**config.mk**
```make
export PLATFORM = sky130hd
export DESIGN_NAME = sb_ce_decoder
export DESIGN_NICKNAME = d
export VERILOG_FILES = /design/src/rtl/sb_ce_pkg.sv /design/src/rtl/sb_ce_addr_decode.sv /design/src/rtl/sb_ce_xfer_ctl.sv /design/src/rtl/sb_ce_decoder.sv
export SDC_FILE = /design/constraint.sdc
export NUM_CORES = 1
export LEC_CHECK = 0
export ABC_CLOCK_PERIOD_IN_PS = 4700
export CORE_MARGIN = 8
export CORE_UTILIZATION = 50
export DETAILED_ROUTE_END_ITERATION = 16
export HOLD_SLACK_MARGIN = 0.08
export PLACE_DENSITY = 0.86
export SLEW_MARGIN = 25
export SYNTH_ARGS = -nofsm -noshare
export SYNTH_HDL_FRONTEND = slang
export SYNTH_SLANG_ARGS = --single-unit
```
**constraint.sdc**
```tcl
create_clock -name clk_i -period 4.7 [get_ports clk_i]
set_input_delay 0.94 -clock clk_i [delete_from_list [all_inputs] [get_ports clk_i]]
set_output_delay 0.94 -clock clk_i [all_outputs]
set_load 0.005 [all_outputs]
```
**src/rtl/sb_ce_pkg.sv**
```systemverilog
package sb_ce_pkg;
  typedef enum logic [1:0] {
    ST_IDLE = 2'd0,
    ST_USER = 2'd1,
    ST_MISS = 2'd2
  } sb_state_e;
endpackage

```
**src/rtl/sb_ce_addr_decode.sv**
```systemverilog
module sb_ce_addr_decode #(
  parameter int ADDR_W     = 32,
  parameter int DATA_W     = 32,
  parameter int NUM_RANGES = 3,
  parameter logic [NUM_RANGES-1:0][ADDR_W-1:0] RANGE_BASE = {32'h0000_2000, 32'h0000_1000, 32'h0000_0000},
  parameter logic [NUM_RANGES-1:0][ADDR_W-1:0] RANGE_HIGH = {32'h0000_20FF, 32'h0000_10FF, 32'h0000_00FF},
  parameter logic [NUM_RANGES-1:0][7:0]        RANGE_NCE  = {8'd3, 8'd8, 8'd4},
  parameter int TOTAL_CE   = 15
) (
  input  logic [ADDR_W-1:0]     addr_i,
  output logic [NUM_RANGES-1:0] cs_o,
  output logic [TOTAL_CE-1:0]   ce_o,
  output logic                  hit_o
);
  localparam int BYTE_SH = $clog2(DATA_W/8);

  function automatic int ce_base(input int r);
    int s = 0;
    for (int k = 0; k < r; k++) s += int'(RANGE_NCE[k]);
    return s;
  endfunction

  logic [NUM_RANGES-1:0] raw;

  for (genvar r = 0; r < NUM_RANGES; r++) begin : g_cmp
    assign raw[r] = (addr_i >= RANGE_BASE[r]) && (addr_i <= RANGE_HIGH[r]);
  end

  // lowest window index wins on overlap
  assign cs_o  = raw & ~(raw - NUM_RANGES'(1));
  assign hit_o = |raw;

  for (genvar r = 0; r < NUM_RANGES; r++) begin : g_rng
    localparam int OFF = ce_base(r);
    localparam int NCE = int'(RANGE_NCE[r]);
    logic [ADDR_W-1:0] woff;
    logic [ADDR_W-1:0] idx;
    assign woff = (addr_i - RANGE_BASE[r]) >> BYTE_SH;
    assign idx  = woff % ADDR_W'(NCE);
    for (genvar j = 0; j < NCE; j++) begin : g_ce
      assign ce_o[OFF+j] = cs_o[r] && (idx == ADDR_W'(j));
    end
  end
endmodule

```
**src/rtl/sb_ce_xfer_ctl.sv**
```systemverilog
module sb_ce_xfer_ctl
  import sb_ce_pkg::*;
#(
  parameter int MISS_CYCLES = 4
) (
  input  logic clk_i,
  input  logic rst_ni,
  input  logic req_i,
  input  logic req_rnw_i,
  input  logic hit_i,
  input  logic rd_ack_i,
  input  logic wr_ack_i,
  output logic accept_o,
  output logic ack_ok_o,
  output logic rd_cap_o,
  output logic miss_end_o
);
  localparam int CNT_W = (MISS_CYCLES > 1) ? $clog2(MISS_CYCLES) : 1;

  sb_state_e        state_q;
  logic             rnw_q;
  logic [CNT_W-1:0] cnt_q;

  assign accept_o   = (state_q == ST_IDLE) && req_i;
  assign ack_ok_o   = (state_q == ST_USER) && (rnw_q ? rd_ack_i : wr_ack_i);
  assign rd_cap_o   = ack_ok_o && rnw_q;
  assign miss_end_o = (state_q == ST_MISS) && (cnt_q == CNT_W'(MISS_CYCLES - 1));

  always_ff @(posedge clk_i or negedge rst_ni) begin
    if (!rst_ni) begin
      state_q <= ST_IDLE;
      rnw_q   <= 1'b0;
      cnt_q   <= '0;
    end else begin
      unique case (state_q)
        ST_IDLE: if (req_i) begin
          rnw_q   <= req_rnw_i;
          cnt_q   <= '0;
          state_q <= hit_i ? ST_USER : ST_MISS;
        end
        ST_USER: if (ack_ok_o) state_q <= ST_IDLE;
        ST_MISS: begin
          if (miss_end_o) state_q <= ST_IDLE;
          else            cnt_q   <= cnt_q + CNT_W'(1);
        end
        default: state_q <= ST_IDLE;
      endcase
    end
  end
endmodule

```
**src/rtl/sb_ce_decoder.sv**
```systemverilog
module sb_ce_decoder #(
  parameter int ADDR_W      = 32,
  parameter int DATA_W      = 32,
  parameter int NUM_RANGES  = 3,
  parameter logic [NUM_RANGES-1:0][ADDR_W-1:0] RANGE_BASE = {32'h0000_2000, 32'h0000_1000, 32'h0000_0000},
  parameter logic [NUM_RANGES-1:0][ADDR_W-1:0] RANGE_HIGH = {32'h0000_20FF, 32'h0000_10FF, 32'h0000_00FF},
  parameter logic [NUM_RANGES-1:0][7:0]        RANGE_NCE  = {8'd3, 8'd8, 8'd4},
  parameter int MISS_CYCLES = 4,
  localparam int BE_W       = DATA_W / 8,
  localparam int TOTAL_CE   = sum_ce()
) (
  input  logic                  clk_i,
  input  logic                  rst_ni,
  input  logic                  req_i,
  input  logic                  req_rnw_i,
  input  logic [ADDR_W-1:0]     req_addr_i,
  input  logic [DATA_W-1:0]     req_wdata_i,
  input  logic [BE_W-1:0]       req_be_i,
  output logic                  done_o,
  output logic [DATA_W-1:0]     rdata_o,
  output logic [NUM_RANGES-1:0] cs_o,
  output logic [TOTAL_CE-1:0]   rdce_o,
  output logic [TOTAL_CE-1:0]   wrce_o,
  output logic                  rnw_o,
  output logic [ADDR_W-1:0]     addr_o,
  output logic [DATA_W-1:0]     wdata_o,
  output logic [BE_W-1:0]       be_o,
  input  logic                  rd_ack_i,
  input  logic                  wr_ack_i,
  input  logic [DATA_W-1:0]     user_rdata_i
);
  function automatic int sum_ce();
    int s = 0;
    for (int k = 0; k < NUM_RANGES; k++) s += int'(RANGE_NCE[k]);
    return s;
  endfunction

  logic [NUM_RANGES-1:0] dec_cs;
  logic [TOTAL_CE-1:0]   dec_ce;
  logic                  dec_hit;
  logic                  accept, ack_ok, rd_cap, miss_end;

  sb_ce_addr_decode #(
    .ADDR_W    (ADDR_W),
    .DATA_W    (DATA_W),
    .NUM_RANGES(NUM_RANGES),
    .RANGE_BASE(RANGE_BASE),
    .RANGE_HIGH(RANGE_HIGH),
    .RANGE_NCE (RANGE_NCE),
    .TOTAL_CE  (TOTAL_CE)
  ) u_dec (
    .addr_i(req_addr_i),
    .cs_o  (dec_cs),
    .ce_o  (dec_ce),
    .hit_o (dec_hit)
  );

  sb_ce_xfer_ctl #(
    .MISS_CYCLES(MISS_CYCLES)
  ) u_ctl (
    .clk_i     (clk_i),
    .rst_ni    (rst_ni),
    .req_i     (req_i),
    .req_rnw_i (req_rnw_i),
    .hit_i     (dec_hit),
    .rd_ack_i  (rd_ack_i),
    .wr_ack_i  (wr_ack_i),
    .accept_o  (accept),
    .ack_ok_o  (ack_ok),
    .rd_cap_o  (rd_cap),
    .miss_end_o(miss_end)
  );

  always_ff @(posedge clk_i or negedge rst_ni) begin
    if (!rst_ni) begin
      cs_o    <= '0;
      rdce_o  <= '0;
      wrce_o  <= '0;
      rnw_o   <= 1'b0;
      addr_o  <= '0;
      wdata_o <= '0;
      be_o    <= '0;
      done_o  <= 1'b0;
      rdata_o <= '0;
    end else begin
      done_o <= ack_ok | miss_end;
      if (accept) begin
        addr_o  <= req_addr_i;
        wdata_o <= req_wdata_i;
        be_o    <= req_be_i;
        if (dec_hit) begin
          cs_o   <= dec_cs;
          rdce_o <= req_rnw_i ? dec_ce : '0;
          wrce_o <= req_rnw_i ? '0 : dec_ce;
          rnw_o  <= req_rnw_i;
        end
      end else if (ack_ok) begin
        cs_o   <= '0;
        rdce_o <= '0;
        wrce_o <= '0;
        rnw_o  <= 1'b0;
      end
      if (rd_cap)                rdata_o <= user_rdata_i;
      else if (ack_ok | miss_end) rdata_o <= '0;
    end
  end
endmodule

```
# == After elaboration in Yosys (flattened, before gate mapping) ==
# Index checks and enable logic that the tools add are counted.
# word_totals
word_cells,104
reg_bits,140
in_bits,106
output_inout_bits,135
# op_classes
n_eq_ne,20
n_addsub,4
n_lt_le_gt_ge,6
div_mod_pow,1
muxes,24
bitwise_logic,3
n_reduce_logical,34
# op_table
cell,n
$mux W15,7
$logic_not A32 Y1,3
$mux W32,2
$eq A32 B1 Y1 const B,1
$eq A32 B2 Y1 const B,1
$ge A32 B1 Y1 const B,1
$ge A32 B13 Y1 const B,1
$ge A32 B14 Y1 const B,1
$le A32 B13 Y1 const B,1
$le A32 B14 Y1 const B,1
$le A32 B8 Y1 const B,1
$mod A30 B2 Y32 const B,1
$sub A32 B14 Y32 const B,1
$logic_and A1 B1 Y1,22
$eq A3 B3 Y1 const B,4
$mux W2,6
$mux W3,3
$eq A2 B2 Y1 const B,4
$ne A2 B2 Y1 const B,4
$eq A3 B2 Y1 const B,2
$pmux W2 S3,1
$reduce_and A3 Y1,2
$reduce_bool A2 Y1,3
$sub A5 B1 Y5 const B,1
other kinds (13),18

# == Logic depth before layout (Yosys ltp) ==
# Gate-level depths: netlist of run 1.
# logic_depth
depth_word,9
ltp_mapped,40
mapped_depth_nobuf,35

# == Modules after synthesis ==
# From an unflattened synthesis of run 1, not the netlist that was laid out.
# unflattened
hier_cells,974
hier_area_um2,9755.6
# by_module_without_submodules
mod,seq_area_each_um2,n_inst,cells_per_inst,area_per_inst_um2
sb_ce_decoder,3378.2,1,439,6029.5
sb_ce_addr_decode,0.0,1,509,3419.5
sb_ce_xfer_ctl,125.1,1,26,306.5

# == Worst setup path before layout of run 1 ==
# No wires, ideal clock.
# synth_timing
kind,input to register
startpoint,in req_addr_i[13]
endpoint,reg rdce_o[14]
path_slack_ps,-4770
path_buffers,3
setup_time_ps,75
t_arrival_ps,9395
cell_stages,36
t_required_ps,4625
cell_sequence,inv_1 > ha_1 > nor3b_1 > nand3_1 > or3_1 > a211oi_1 > nor3_1 > o21ai_1 > or4b_4 > and4_1 > o31a_1 > nor4_4 > o311ai_1 > o311a_1 > mux2_4 > a31oi_1 > a21o_1 > buf_6 > mux2i_1 > o221ai_1 > or4_1 > mux2i_1 > a211oi_1 > a41oi_2 > buf_6 > nor2_4 > mux2_2 > ha_1 > clkbuf_1 > o21ba_2 > or2_2 > ha_1 > a2111oi_4 > o211ai_2 > mux2_4 > o21ai_2
# synth_between
elab_chain_len,9
word_cells_on_any_way,22
classes_between,add/sub (2); div (1); order compare (6); eq/ne (2); mux (3); bitwise (2); reduce/logical (6)
# synth_lines
element,line,text
from (decl),sb_ce_decoder.sv:16,"input logic [ADDR_W-1:0] req_addr_i,"
branches (longest 9 deep; another with $sub A32 B14 Y32),n/a,
to (signal assigned),sb_ce_decoder.sv:93,rdce_o <= req_rnw_i ? dec_ce : '0;
to (decl),sb_ce_decoder.sv:22,"output logic [TOTAL_CE-1:0] rdce_o,"
# Several ways; the timed one is not identified. The select of a mux whose other input is x is not followed.
# A chain may end at the register's enable or synchronous reset.

# == Worst setup path in the final report of run 1 ==
# layout_timing
startpoint,in req_addr_i[26]
endpoint,reg rdce_o[13]
# layout_between
elab_chain_len,9
word_cells_on_any_way,22
classes_between,add/sub (2); div (1); order compare (6); eq/ne (2); mux (3); bitwise (2); reduce/logical (6)
# layout_lines
element
branches (longest 9 deep; another with $sub A32 B14 Y32)
# Several ways; the timed one is not identified. The select of a mux whose other input is x is not followed.

==> results.toml, run 1 <==
[synthesis]
synthFlopType = "dfrtp_1"
synth.distinct_cells = 90
syn-cell-area_um2 = 8300
ys_seq_area_frac = 0.422
async_reset_ff_frac = 1.00
ys_ff_latch = 140
synth.avg_cell_area_um2 = 8.61
yosys_warnings = 0
synth_edf_count = 0
synth_nets = 1074
syn_inst = 964

[global_routing]
grt_max_degree = 117
track_usage = 0.295
grt_first_pass_wirelength_um = 48500
grt_pass1_vias = 9331
antenna_found_initial = 1
grt_overflow = 0

[sta]
setup_viol = 6
rsz0062_at_grt = "yes"
hold_violations = 0
tightest_slew_ns = 0.572
max_freq_mhz = 114
fin_crit_sh = 1.87
min_period_ns = 8.80
maxSlewViolCount = 0
max_slew_margin = 0.617
fin_worst_skew_ns = 0.0136
fin_ws_ns = -4.10
timing.hold.ws_ns = 0.430

[place]
dp_cells = 1565
gp_congestion = 0.951
hpwl_um = 23000
portBuffers = 240
place_ws_ns = -4.84

[die]
core_area_um2 = 16400
fp.dieH_um = 145
rows = 47
start_util = 0.506
io_pins = 241
design.die.area_um2 = 21000
die_x_um = 145

[worst_setup_path]
end_kind = "register"
path_buf_inv = 8
start_kind = "primary input"
cpPeakStageDelay_ns = 0.60
crit_family = "simple AND/OR/NAND/NOR gates"
crit_type = "in -> reg"
crit_fanout = 4
crit_top_cell = "buf_4"
cp.required_ns = 5.06
crit_slowest_cell = "or4b_4"
cp.arrival_ns = 9.15

[final_layout]
multi_input_area_um2 = 5130
final_util = 0.835
nets = 1511
final_cells = 1635
ff_latch_area_um2 = 3500
final_layout_size_suffix_gt1_frac = 0.284
syn2layout_area_growth_pct = 65.0
nFillCells = 949

[route]
dr_total_vias = 9539
ant_nets = 0
drc_errors = 0
finalWirelength_um = 32300
wl_per_cell_um = 19.8
dr.first_iter.drc_count = 871
firstDrtPassIters = 7
avgViaCountPerCell = 5.83

[outcome]
status = "complete, but fails checks"
violations = "negative setup slack"

[cts]
cts_sinks = 140
root_buffer = "clkbuf_16"
cts_buffer_depth = 2
clk_latency_ns = 0.43
cts-buffers-inserted = 17
cts_hold_buffers = 0
cts_tree = "yes"
clk_pin_slew_ns = 0.07
htreeDepth = 4

[power]
p_leak_nw = 6.25
powerDensity_nw_per_um2 = 380
irDropWorstVdd_mv = 0.342
finalPower_mw = 5.21

[worst_hold_path]
worstHoldPathType = "in -> async"

[job]
cap_violations = 0
[cells in the mapped netlist (all sizes together), types with 7 or more instances]
library cell,count,area share
a21o,7,0.0063
a21oi,17,0.010
a22o,48,0.051
a31oi,10,0.0075
and2,9,0.0068
and3,10,0.0075
buf,11,0.0083
clkbuf,42,0.019
dfrtp,140,0.42
inv,14,0.0063
mux2i,8,0.0096
nand2,277,0.13
nand2b,8,0.0060
nand3,27,0.016
nand4,7,0.0053
nor2,45,0.021
nor3,32,0.020
nor4,14,0.015
o211ai,11,0.011
o21ai,51,0.032
o22ai,8,0.0060
or3,9,0.0074
xnor2,19,0.020
xor2,15,0.016
[cell families (layout without fill, tap and decap cells)]
family / count (synthesis) / in the layout / share of synthesized area
AND/OR/NAND/NOR: 472 / 473 / 0.264
AO/OA/AOI/OAI: 233 / 234 / 0.220
flip-flops: 140 / 140 / 0.422
buffers and inverters: 67 / 515 / 0.0338
XOR/XNOR: 34 / 34 / 0.0359
multiplexers: 14 / 14 / 0.0187
adder cells (fa/ha/maj): 4 / 4 / 0.00603
other: 0 / 1 / 0
[power breakdown]
group | switching, mW | leakage [nW] | internal [mW]
combinational | 1.05 | 4.11 | 1.17
sequential | 0.162 | 1.85 | 1.49
clock | 0.618 | 0.284 | 0.720
total | 1.83 | 6.25 | 3.38
[registers in the layout (all words and copies together), names as in the netlist]
register,flops
rdce_o,15
rnw_o,1
cs_o,3
done_o,1
u_ctl.cnt_q,2
u_ctl.rnw_q,1
wrce_o,15
rdata_o,32
be_o,4
wdata_o,32
addr_o,32
u_ctl.state_q,2
[per-layer routing]
metal / vias up / share of wire / GRT usage
met2: 439 / 0.51 / 0.502
met3: 94 / 0.068 / 0.0591
met5: - / 0 / 0
met4: 0 / 0.039 / 0.123
met1: 4634 / 0.39 / 0.356
li1: 4372 / - / -
[final timing paths]
| path | from | end | slack, ns | cells after the start |
|---|---|---|---|---|
| max | req_addr_i[26] | rdce_o[13] | -4.10 | 40 |
| min | rst_ni | rdata_o[15] | 0.43 | 1 |
| max reg2reg | u_ctl.state_q[1] | wrce_o[11] | 2.56 | 6 |
| min reg2reg | addr_o[3] | addr_o[3] | 0.47 | 2 |
| max in group asynchronous | rst_ni | wrce_o[9] | 3.55 | 2 |
| min in group clk_i | addr_o[3] | addr_o[3] | 0.47 | 2 |
[layout by cell type (no fill, tap or decap), types with 8 or more instances in the layout]
cell               n
nand2_1          269
clkdlybuf4s50_1  221
buf_4            221
dfrtp_1          140
a22o_1            47
nor2_1            39
o21ai_0           37
nand3_1           22
nor3_1            21
clkbuf_16         17
xnor2_1           16
xor2_1            14
a21oi_1           13
inv_1             12
o21ai_1           11
nor3_2            10
o211ai_1           9
nand2b_1           8
buf_6              8
clkbuf_2           8
[cell type report]
type / count / area share
Clock buffer: 18 / 0.0321
Multi-Input combinational cell: 759 / 0.375
Antenna cell: 1 / 0.000183
Sequential cell: 140 / 0.256
Tap cell: 220 / 0.0201
Timing Repair Buffer: 469 / 0.303
Inverter: 14 / 0.00384
Clock inverter: 14 / 0.0105
[repair_timing]
action	CTS	global route
resized for setup	38	97
buffers inserted	14	19
pin swaps	27	34
cloned	2	1
setup endpoints to repair	6	6
[metrics by stage]
stage,cell area (µm²),setup TNS [ns]
3_3_place_gp,12400,-27.57
5_1_grt,13700,-26.11
4_1_cts,13300,-24.11
2_1_floorplan,8500,-25.40
3_5_place_dp,12400,-28.75
6_report,13700,-24.49
(Power assumes the default switching activity.)
==> run 2, diff against run 1 <==
CTS_BUF_LIST = sky130_fd_sc_hd__clkbuf_8   (was default)
==> run 2 against run 1 <==
Compared with the run above: the run still ends with negative setup slack left; final cell count up 0.55%; critical path depth is the same; sequential share of layout area down 0.12 points; clock power down 27%; combinational power up 2%; sequential power about the same; cell area rose by 0.46%; die area unchanged; worst hold slack improved by 0.050 ns.
==> results.toml, run 2 (synthesis results as in run 1) <==
[die]
design.die.area_um2 = 21000
fp.dieH_um = 145
start_util = 0.506
rows = 47
io_pins = 241
die_x_um = 145
core_area_um2 = 16400

[final_layout]
diodes = 0
nets = 1521
layout_common_cells = "nand2_1, buf_4, clkdlybuf4s50_1"
final_common_cell = "nand2_1"
final_layout_size_suffix_gt1_frac = 0.293
syn2layout_area_growth_pct = 65.8
design_area_um2 = 13800
top_regs = "addr_o: 32 flops, rdata_o: 32 flops, wdata_o: 32 flops"

[place]
gp_congestion = 0.951
hpwl_um = 23000
place_ws_ns = -4.84
portBuffers = 240
placed_cell_area_um2 = 12400

[route]
dr_total_vias = 9599
finalWirelength_um = 32800
wl_per_cell_um = 19.9
drc_errors = 0
avgViaCountPerCell = 5.84
firstDrtPassIters = 5
ant_nets = 0
dr.first_iter.drc_count = 741

[sta]
fin_ws_ns = -4.01
setup_viol = 6
min_period_ns = 8.71
maxSlewViolCount = 0
rsz0062_at_grt = "yes"
hold_violations = 0
timing.hold.ws_ns = 0.480
fin_crit_sh = 1.85
fin_worst_skew_ns = 0.0175
max_freq_mhz = 115
max_slew_margin = 0.377
tightest_slew_ns = 0.935

[cts]
cts_tree = "yes"
htreeDepth = 4
root_buffer = "clkbuf_8"
cts_sinks = 140
cts-buffers-inserted = 17
cts_hold_buffers = 0
cts_buffer_depth = 2
clk_latency_ns = 0.47
clk_pin_slew_ns = 0.09

[outcome]
violations = "negative setup slack"
status = "complete, but fails checks"

[job]
cap_violations = 0

[global_routing]
grt_pass1_vias = 9352
track_usage = 0.294
grt_max_degree = 117
grt_overflow = 0
antenna_found_initial = 0
grt_first_pass_wirelength_um = 48500

[worst_setup_path]
crit_family = "compound AO/OA/AOI/OAI gates"
start_kind = "primary input"
cp.arrival_ns = 9.10
crit_slowest_cell = "or4_4"
path_buf_inv = 7
crit_fanout = 5
crit_type = "in -> reg"
cp.required_ns = 5.09
cpPeakStageDelay_ns = 0.55
end_kind = "register"

[worst_hold_path]
worstHoldPathType = "reg -> reg"

[power]
irDropWorstVdd_mv = 0.325
p_leak_nw = 6.28
powerDensity_nw_per_um2 = 357
run 2: cell count changes in the layout (fill, tap and decap cells not counted), moves of 4 or more:
| cell | change |
|---|---|
| clkbuf_8 | +17 |
| buf_4 | +8 |
| o21ai_2 | +4 |
| clkbuf_16 | -17 |
| clkbuf_2 | -5 |
| buf_6 | +7 |
run 2: path summary, 6_finish.rpt:
path | start | end | slack (ns) | cells past startpoint
min in group asynchronous | rst_ni | rdata_o[17] | 0.59 | 1
max | req_addr_i[14] | rdce_o[14] | -4.01 | 40
min | addr_o[3] | addr_o[3] | 0.48 | 2
max in group asynchronous | rst_ni | addr_o[31] | 3.17 | 2
min reg2reg | addr_o[3] | addr_o[3] | 0.48 | 2
max reg2reg | u_ctl.state_q[1] | wrce_o[7] | 2.62 | 6
run 2: worst reg2reg max path, stage by stage (launching register included):
cell     delay, ns
dfrtp_1       0.46
nor2_1        0.20
and2_2        0.42
and3_1        0.34
nor3b_1       0.26
buf_4         0.19
a32o_1        0.16
run 2: area by class of cell:
type | count | area, µm²
multi-input combinational | 759 | 5290
timing repair buffer | 479 | 4250
sequential | 140 | 3500
fill | 934 | 2640
tap | 220 | 275
clock buffer | 18 | 248
clock inverter | 14 | 144
inverter | 14 | 55.1
run 2: what timing repair did:
item / CTS / global route
gates cloned: 2 / 0
buffers inserted: 24 / 21
endpoints found under the setup margin: 6 / 6
hold endpoints to repair: 0 / 0
pin swaps: 30 / 53
gates resized for setup: 49 / 118
run 2: power by group:
part           leakage (nW)  switching, mW  internal (mW)
clock network         0.197          0.573          0.410
registers              1.85          0.166           1.49
logic                  4.24           1.08           1.19
run 2: layer usage:
| metal | up-vias | global-route usage | share of wire |
|---|---|---|---|
| li1 | 4385 | - | - |
| met1 | 4701 | 0.357 | 0.38 |
| met3 | 104 | 0.0509 | 0.063 |
| met2 | 409 | 0.506 | 0.51 |
| met5 | - | 0 | 0 |
| met4 | 0 | 0.119 | 0.042 |
run 2: metrics by stage:
stage	setup TNS, ns	power [mW]	cells	util
final	-23.76	4.91	1644	0.839
after global routing	-25.57	5.18	1644	0.839
after floorplan	-25.40	2.57	964	-
after CTS	-23.21	4.78	1623	0.803
after global placement	-27.57	3.66	1565	0.755
after detailed placement	-28.75	3.73	1565	0.755
==> run 3, diff against run 2 <==
REMOVE_ABC_BUFFERS = 1   (was default)
==> run 3 against run 2 <==
Compared with the run above: the flow still finishes with violations (negative setup slack); die area stayed put; highest routed layer unchanged; via count is 12% higher; largest cell class unchanged; first-iteration DRC count is 80% higher; largest power group unchanged; sequential power hardly changed.
==> results.toml, run 3 (synthesis results as in run 1) <==
[outcome]
status = "complete, but fails checks"
violations = "negative setup slack"

[cts]
clk_pin_slew_ns = 0.08
cts_hold_buffers = 0
htreeDepth = 4
cts_tree = "yes"
root_buffer = "clkbuf_8"
cts-buffers-inserted = 17
clk_latency_ns = 0.47
cts_buffer_depth = 2
cts_sinks = 140

[die]
io_pins = 241
core_area_um2 = 16400
die_x_um = 145
start_util = 0.506
design.die.area_um2 = 21000
rows = 47
fp.dieH_um = 145

[worst_setup_path]
end_kind = "register"
rrSetupSlack_ns = 2.43
cp.required_ns = 5.03
reg2reg_depth = 5
regToRegEndpoint = "wrce_o[13]"
timing.rr.start = "u_ctl.state_q[1]"
crit_family = "simple AND/OR/NAND/NOR gates"
start_kind = "primary input"
startpoint = "req_addr_i[25]"
crit_fanout = 5
cpPeakStageDelay_ns = 0.44
crit_type = "in -> reg"
crit_top_cell = "buf_6"
cp.arrival_ns = 9.87
crit_slowest_cell = "or3_1"
path_buf_inv = 12

[power]
powerDensity_nw_per_um2 = 369
finalPower_mw = 5.29
irDropWorstVdd_mv = 0.297
swShare = 0.370
p_leak_nw = 6.50
seqPwrFrac = 0.317
p_int_mw = 3.33
p_comb_frac = 0.479
pwr-share-clk = 0.204
p_sw_mw = 1.95

[worst_hold_path]
hold_start = "wdata_o[24]"
min_path_cells = 2
min_to = "wdata_o[24]"
worstHoldPathType = "reg -> reg"

[route]
wl_per_cell_um = 24.2
firstDrtPassIters = 6
ant_nets = 0
drc_errors = 0
finalWirelength_um = 41100
dr.first_iter.drc_count = 1332
dr_total_vias = 10800
avgViaCountPerCell = 6.33

[sta]
min_period_ns = 9.54
max_freq_mhz = 105
timing.hold.ws_ns = 0.476
tightest_slew_ns = 1.03
maxSlewViolCount = 0
fin_ws_ns = -4.84
fin_worst_skew_ns = 0.0244
setup_viol = 9
fin_crit_sh = 2.03
hold_violations = 0
max_slew_margin = 0.313
rsz0062_at_grt = "yes"

[global_routing]
antenna_found_initial = 2
grt_pass1_vias = 10100
grt_max_degree = 117
grt_overflow = 0
grt_first_pass_wirelength_um = 53900
track_usage = 0.327

[final_layout]
final_cells = 1699
multi_input_area_um2 = 5370
final_common_cell = "buf_4"
ff_latch_area_um2 = 3500
nets = 1575
final_layout_size_suffix_gt1_frac = 0.328
top_regs = "addr_o: 32 flops, rdata_o: 32 flops, wdata_o: 32 flops"
layout_common_cells = "buf_4, nand2_1, clkdlybuf4s50_1"
nFillCells = 746
syn2layout_area_growth_pct = 72.5

[place]
hpwl_um = 23400
dp_cells = 1579
place_ws_ns = -5.24
portBuffers = 240
gp_congestion = 0.904

[job]
cap_violations = 0
## run 3: tightest hold or removal path: stages (launching register included)
cell and delay, ns:
dfrtp_1 0.35, nand2_1 0.05, nand2_1 0.05
## run 3: worst max path at each step
stage                 endpoint  slack (ns)  cells after the start
finish              wrce_o[13]       -4.84                     42
global route        rdce_o[13]       -4.97                     41
CTS                 rdce_o[13]       -3.86                     35
detailed placement  rdce_o[12]       -5.24                     39
global placement    wrce_o[12]       -5.01                     39
floorplan           rdce_o[14]       -4.80                     33
## run 3: cell type report
class / instances / share of cell area
multi-input cells: 758 / 0.375
diodes: 2 / 0.000349
inverters: 14 / 0.00419
clock inverters: 12 / 0.0112
clock buffers: 19 / 0.0183
well taps: 220 / 0.0192
repair buffers: 534 / 0.327
flip-flops and latches: 140 / 0.245
## run 3: timing repair
action | in CTS | in global routing
pin swaps | 38 | 73
gates cloned | 1 | 0
endpoints found under the setup margin | 6 | 14
setup buffers | 59 | 27
gates resized for setup | 122 | 113
## run 3: metal layers
layer / GRT usage / vias to the layer above / wire length [µm]
met5: 0 / - / 0
met4: 0.117 / 0 / 2100
met3: 0.0712 / 241 / 4640
met2: 0.568 / 856 / 20000
met1: 0.391 / 5172 / 14400
li1: - / 4494 / -
## run 3: power groups by stage
stage               Sequential (mW)  Combinational, mW  Clock (mW)
global route                   1.70               2.68        1.13
detailed placement             1.68               2.04           0
CTS                            1.66               2.19        1.07
finish                         1.68               2.53        1.08
floorplan                      1.69              0.792           0
global placement               1.66               1.99           0
## run 3: per-stage QoR
step / instance area [µm²] / TNS (ns) / utilization
3_5_place_dp: 12300 / -31.39 / 0.752
3_3_place_gp: 12300 / -29.98 / 0.752
6_report: 14300 / -28.73 / 0.873
2_1_floorplan: 8080 / -28.26 / -
5_1_grt: 14300 / -29.81 / 0.873
4_1_cts: 13500 / -23.04 / 0.826
